$ cat src/rtl/stp_pkg.sv
package stp_pkg;

    localparam int unsigned DEF_WORD_W = 10;
    localparam int unsigned DEF_NUM_CH = 6;
    localparam int unsigned DEF_SEL_W  = 3;

    // Routing decision derived from the path select code
    typedef struct packed {
        logic                  test_en;
        logic [DEF_SEL_W-1:0]  ch;
    } route_t;

    function automatic route_t decode_sel(logic [DEF_SEL_W-1:0] code, int unsigned num_ch);
        route_t r;
        r.test_en = (int'(code) < int'(num_ch));
        r.ch      = code;
        return r;
    endfunction

endpackage

$ cat src/rtl/stp_deser.sv
module stp_deser #(
    parameter int unsigned WORD_W = stp_pkg::DEF_WORD_W
) (
    input  logic              clk,
    input  logic              rst,
    input  logic              ser_in,
    output logic [WORD_W-1:0] word_q,
    output logic              word_stb
);
    localparam int unsigned CNT_W = (WORD_W > 1) ? $clog2(WORD_W) : 1;
    localparam logic [CNT_W-1:0] LAST = CNT_W'(WORD_W - 1);

    logic [CNT_W-1:0]  bit_cnt;
    logic [WORD_W-1:0] shreg;
    logic [WORD_W-1:0] shreg_nx;

    assign shreg_nx = {shreg[WORD_W-2:0], ser_in};

    always_ff @(posedge clk) begin
        if (rst) begin
            bit_cnt  <= '0;
            shreg    <= '0;
            word_q   <= '0;
            word_stb <= 1'b0;
        end else begin
            shreg <= shreg_nx;
            if (bit_cnt == LAST) begin
                bit_cnt  <= '0;
                word_q   <= shreg_nx;
                word_stb <= 1'b1;
            end else begin
                bit_cnt  <= bit_cnt + 1'b1;
                word_stb <= 1'b0;
            end
        end
    end

    assert_reset_clear_R1: assert property (@(posedge clk)
        rst |=> (word_q == '0 && !word_stb));

    assert_msb_first_R2: assert property (@(posedge clk) disable iff (rst)
        word_stb |-> (word_q[0] == $past(ser_in)));

    assert_hold_stable_R3: assert property (@(posedge clk) disable iff (rst)
        !word_stb |-> $stable(word_q));

    assert_stb_single_R4: assert property (@(posedge clk) disable iff (rst)
        word_stb |=> !word_stb);

    assert_cnt_range_R4: assert property (@(posedge clk) disable iff (rst)
        bit_cnt <= LAST);

endmodule

$ cat src/rtl/stp_route.sv
module stp_route #(
    parameter int unsigned WORD_W = stp_pkg::DEF_WORD_W,
    parameter int unsigned NUM_CH = stp_pkg::DEF_NUM_CH,
    parameter int unsigned SEL_W  = stp_pkg::DEF_SEL_W
) (
    input  logic                     clk,
    input  logic                     rst,
    input  logic [SEL_W-1:0]         path_sel,
    input  logic [WORD_W-1:0]        test_word,
    input  logic [NUM_CH*WORD_W-1:0] func_bus,
    output logic [NUM_CH*WORD_W-1:0] dac_bus
);
    import stp_pkg::*;

    route_t route;
    assign route = decode_sel(DEF_SEL_W'(path_sel), NUM_CH);

    for (genvar c = 0; c < NUM_CH; c++) begin : g_ch
        logic [WORD_W-1:0] f_w;
        logic [WORD_W-1:0] o_w;
        logic              pick;

        assign f_w  = func_bus[c*WORD_W +: WORD_W];
        assign pick = route.test_en && (route.ch == DEF_SEL_W'(c));
        assign o_w  = pick ? test_word : f_w;
        assign dac_bus[c*WORD_W +: WORD_W] = o_w;

        assert_test_path_R5: assert property (@(posedge clk) disable iff (rst)
            (path_sel == SEL_W'(c)) |-> (o_w == test_word));

        assert_pass_other_R6: assert property (@(posedge clk) disable iff (rst)
            (path_sel != SEL_W'(c) && int'(path_sel) < int'(NUM_CH)) |-> (o_w == f_w));

        assert_all_func_R7: assert property (@(posedge clk) disable iff (rst)
            (int'(path_sel) >= int'(NUM_CH)) |-> (o_w == f_w));
    end

endmodule

$ cat src/rtl/stp_loader_top.sv
module stp_loader_top #(
    parameter int unsigned WORD_W = stp_pkg::DEF_WORD_W,
    parameter int unsigned NUM_CH = stp_pkg::DEF_NUM_CH,
    parameter int unsigned SEL_W  = stp_pkg::DEF_SEL_W
) (
    input  logic                     clk,
    input  logic                     rst,
    input  logic                     ser_in,
    input  logic [SEL_W-1:0]         path_sel,
    input  logic [NUM_CH*WORD_W-1:0] func_bus,
    output logic [NUM_CH*WORD_W-1:0] dac_bus,
    output logic                     word_stb
);
    logic [WORD_W-1:0] held_word;

    stp_deser #(.WORD_W(WORD_W)) u_deser (
        .clk      (clk),
        .rst      (rst),
        .ser_in   (ser_in),
        .word_q   (held_word),
        .word_stb (word_stb)
    );

    stp_route #(.WORD_W(WORD_W), .NUM_CH(NUM_CH), .SEL_W(SEL_W)) u_route (
        .clk       (clk),
        .rst       (rst),
        .path_sel  (path_sel),
        .test_word (held_word),
        .func_bus  (func_bus),
        .dac_bus   (dac_bus)
    );

endmodule

$ cat config.mk
export PLATFORM = sky130hd
export DESIGN_NAME = stp_loader_top
export DESIGN_NICKNAME = d
export VERILOG_FILES = /design/src/rtl/stp_pkg.sv /design/src/rtl/stp_deser.sv /design/src/rtl/stp_route.sv /design/src/rtl/stp_loader_top.sv
export SDC_FILE = /design/constraint.sdc
export NUM_CORES = 1
export LEC_CHECK = 0
export ABC_CLOCK_PERIOD_IN_PS = 1100
export CAP_MARGIN = 20
export CORE_ASPECT_RATIO = 1.75
export CORE_UTILIZATION = 30
export CTS_BUF_LIST = sky130_fd_sc_hd__clkbuf_4
export DETAILED_ROUTE_END_ITERATION = 8
export PLACE_DENSITY = 0.75
export SKIP_CTS_REPAIR_TIMING = 1
export SLEW_MARGIN = 20
export SYNTH_ARGS = -nofsm -noshare
export SYNTH_HDL_FRONTEND = slang
export SYNTH_SLANG_ARGS = --single-unit
$ cat constraint.sdc
create_clock -name clk -period 1.1 [get_ports clk]
set_input_delay 0.22 -clock clk [delete_from_list [all_inputs] [get_ports clk]]
set_output_delay 0.22 -clock clk [all_outputs]
set_load 0.02 [all_outputs]
==> flow_summary.toml <==
[cells_and_area]
post_route_cells_drive_above_1_share_pct = 59.3
fin_nets = 374
layout_commonest_cell = "sky130_fd_sc_hd__buf_6"
antenna_cells_inserted = 0
synthToLayoutAreaGrowth_pct = 126
final_cell_mix = "sky130_fd_sc_hd__buf_6, sky130_fd_sc_hd__clkdlybuf4s50_1, sky130_fd_sc_hd__mux2_4"

[setup_path]
worst_path_most_repeated_cell = "sky130_fd_sc_hd__buf_6"
worstSetupEndpointType = "output port"
cpMaxStageDelayCell = "sky130_fd_sc_hd__nor3b_4"
crit_path_max_fanout = 6
critPathLaunchType = "input port"
timing_worst_setup_path_type = "in -> out"
crit_arrival_ns = 1.40
timing.critical_path.required_ns = 0.88
cpPeakStageDelay_ns = 0.30
crit_path_cell_trace = "buf_6 -> buf_8 -> nor3b_4 -> clkbuf_16 -> mux2_4 -> buf_6"

[clocking]
clock_tree.root_cell = "sky130_fd_sc_hd__clkbuf_4"
clock_buffer_count_from_cts = 3
ctsHtreeMaxLevel = 1
cts_tree = "yes"
max-clock-path-buffers = 2
clkTransAtPathRegs_ns = 0.12
clock_latency_late_sink_ns = 0.31
clock_sink_count = 24

[timing]
setup-violations-final = 65
finalCritPeriodShare_pct = 148
timing.hold.ws_ns = 0.457
final.min_clock_period_ns = 1.62
final_hold_vio_count = 0
finalMaxSlewViolations = 0
max_slew_margin_pct = 78.2
worst_slack_ns = -0.524
max_freq_mhz = 616
rsz0062_at_grt = "true"
max_slew.worst_pin.slew_ns = 0.327
worst_clk_skew_ns = 0.00514

[floorplanning]
initial_utilization_pct = 31.3
pin_count = 127
fp.dieW_um = 56.5
fp.coreArea_um2 = 4980
die-area_um2 = 5500
die-height_um = 97.3
num_rows = 34

[routing]
drc = 0
drt_first_pass_iters = 4
detailedRoute.firstIterationViolations = 36
route.detailed.wl_per_inst_um = 17.1
vias_per_cell = 4.97
drt_wl_total_um = 6150
vias = 1786
postRouteAntennaNets = 0

[power_and_ir_drop]
fin_total_pwr_mw = 2.50
static-leakage-power_nw = 1.52
worst_ir_drop_vdd_v = 0.000861
powerDensity_nw_per_um2 = 711

[outcome]
outcome = "finished, violations left"
violations = "setup timing"

[synthesis]
ys.warnings.count = 0
share_of_flip_flops_with_an_asynchronous_set_or_reset_after_synthesis_pct = 0
synthCells = 155
synth_fp_nets = 223
synthesis.area_um2 = 1560
register_bit_count_reported_by_yosys = 24
synth-seq-area-share_pct = 30.8
post_synthesis_area_per_instance_um2 = 10.0
edff_count_synth = 0
yosys.cell_types.count = 21
dominantRegCellSynth = "sky130_fd_sc_hd__dfxtp_1"

[placement]
io_buffers = 126
place.detailed.hpwl_um = 4490
gpl.final_weighted_congestion = 0.761

[global_routing]
pin_count_of_the_biggest_net_entering_global_routing = 14
grt.total_usage_pct = 19.4
grt_overflow_total = 0
first_pass_grt_wire_length_um = 8400
via_count_of_the_first_global_routing_pass = 1700
antenna_found_initial = 0

[hold_path]
holdCritPathClass = "reg -> reg"

[job]
drv.max_cap_violation_count = 0
==> power breakdown <==
part,switching [mW],internal [mW],total [mW]
registers,0.0119,0.886,0.898
clock network,0.247,0.133,0.379
logic,0.467,0.759,1.23
==> critical path: cells and delay by family <==
kind,cells,cell delay [ns]
and+or+nand+nor,1,0.30
muxes,1,0.30
buffers and inverters,4,0.57
==> registers in the layout, summed over array words and instances, names as in the netlist <==
name	flops
u_deser.word_q	10
u_deser.shreg	9
u_deser.bit_cnt	4
u_deser.word_stb	1
==> final cells by class <==
type                    count  area (um2)
clock buffers               3        22.5
clock inverters             1        3.75
fillers                   372        1460
inverters                   1        3.75
multi-input cells         122        1280
flip-flops and latches     24         484
well taps                  54        67.6
repair buffers            154        1660
==> cells in the mapped netlist, types with 2 or more instances <==
master	instances	area, um2
sky130_fd_sc_hd__mux2_2	60	676
sky130_fd_sc_hd__dfxtp_1	24	480
sky130_fd_sc_hd__nand2_1	22	82.6
sky130_fd_sc_hd__a21oi_1	11	55.1
sky130_fd_sc_hd__nor2b_1	9	56.3
sky130_fd_sc_hd__buf_4	4	30.0
sky130_fd_sc_hd__nand3b_1	4	30.0
sky130_fd_sc_hd__buf_2	3	15.0
sky130_fd_sc_hd__nor3b_1	3	22.5
sky130_fd_sc_hd__clkbuf_1	2	7.51
sky130_fd_sc_hd__ha_1	2	25.0
sky130_fd_sc_hd__nor3_1	2	10.0
==> stage by stage <==
step	worst slack [ns]	instance area [um2]	utilization, %	std cells	setup TNS (ns)
after floorplan	-0.133	1730	-	155	-2.48
after global placement	-1.22	3190	64.0	349	-73.26
after detailed placement	-1.26	3190	64.0	349	-74.20
after CTS	-1.27	3210	64.5	353	-75.71
after global routing	-0.563	3520	70.7	359	-28.43
final	-0.524	3520	70.7	359	-25.69
==> worst paths after layout <==
kind                                  from                        endpoint  slack, ns  cells after the start
max                            path_sel[2]                     dac_bus[10]      -0.52                      6
min            u_deser.shreg[7]$_SDFF_PP0_  u_deser.word_q[8]$_SDFFE_PP0P_       0.46                      2
max reg2reg  u_deser.bit_cnt[1]$_SDFF_PP0_   u_deser.bit_cnt[0]$_SDFF_PP0_      -0.03                      5
min reg2reg    u_deser.shreg[7]$_SDFF_PP0_  u_deser.word_q[8]$_SDFFE_PP0P_       0.46                      2
==> per-layer routing <==
| metal | global-route usage [%] | up-vias | part of all wire, % |
|---|---|---|---|
| met4 | 7.50 | 0 | 2.7 |
| li1 | - | 856 | - |
| met1 | 19.3 | 857 | 35 |
| met5 | 0 | - | 0 |
| met3 | 2.80 | 12 | 4.1 |
| met2 | 38.3 | 61 | 58 |
==> logic make-up (layout without fill, tap and decap cells) <==
family,Yosys count,count (layout),synth area share (%)
buffers and inverters,10,159,3.61
flip-flops,24,24,30.8
AND/OR/NAND/NOR,47,48,16.6
adder cells (fa/ha/maj),2,2,1.61
AO/OA/AOI/OAI,12,12,3.94
multiplexers,60,60,43.4
Note: power is estimated with default switching activity, not from simulation.
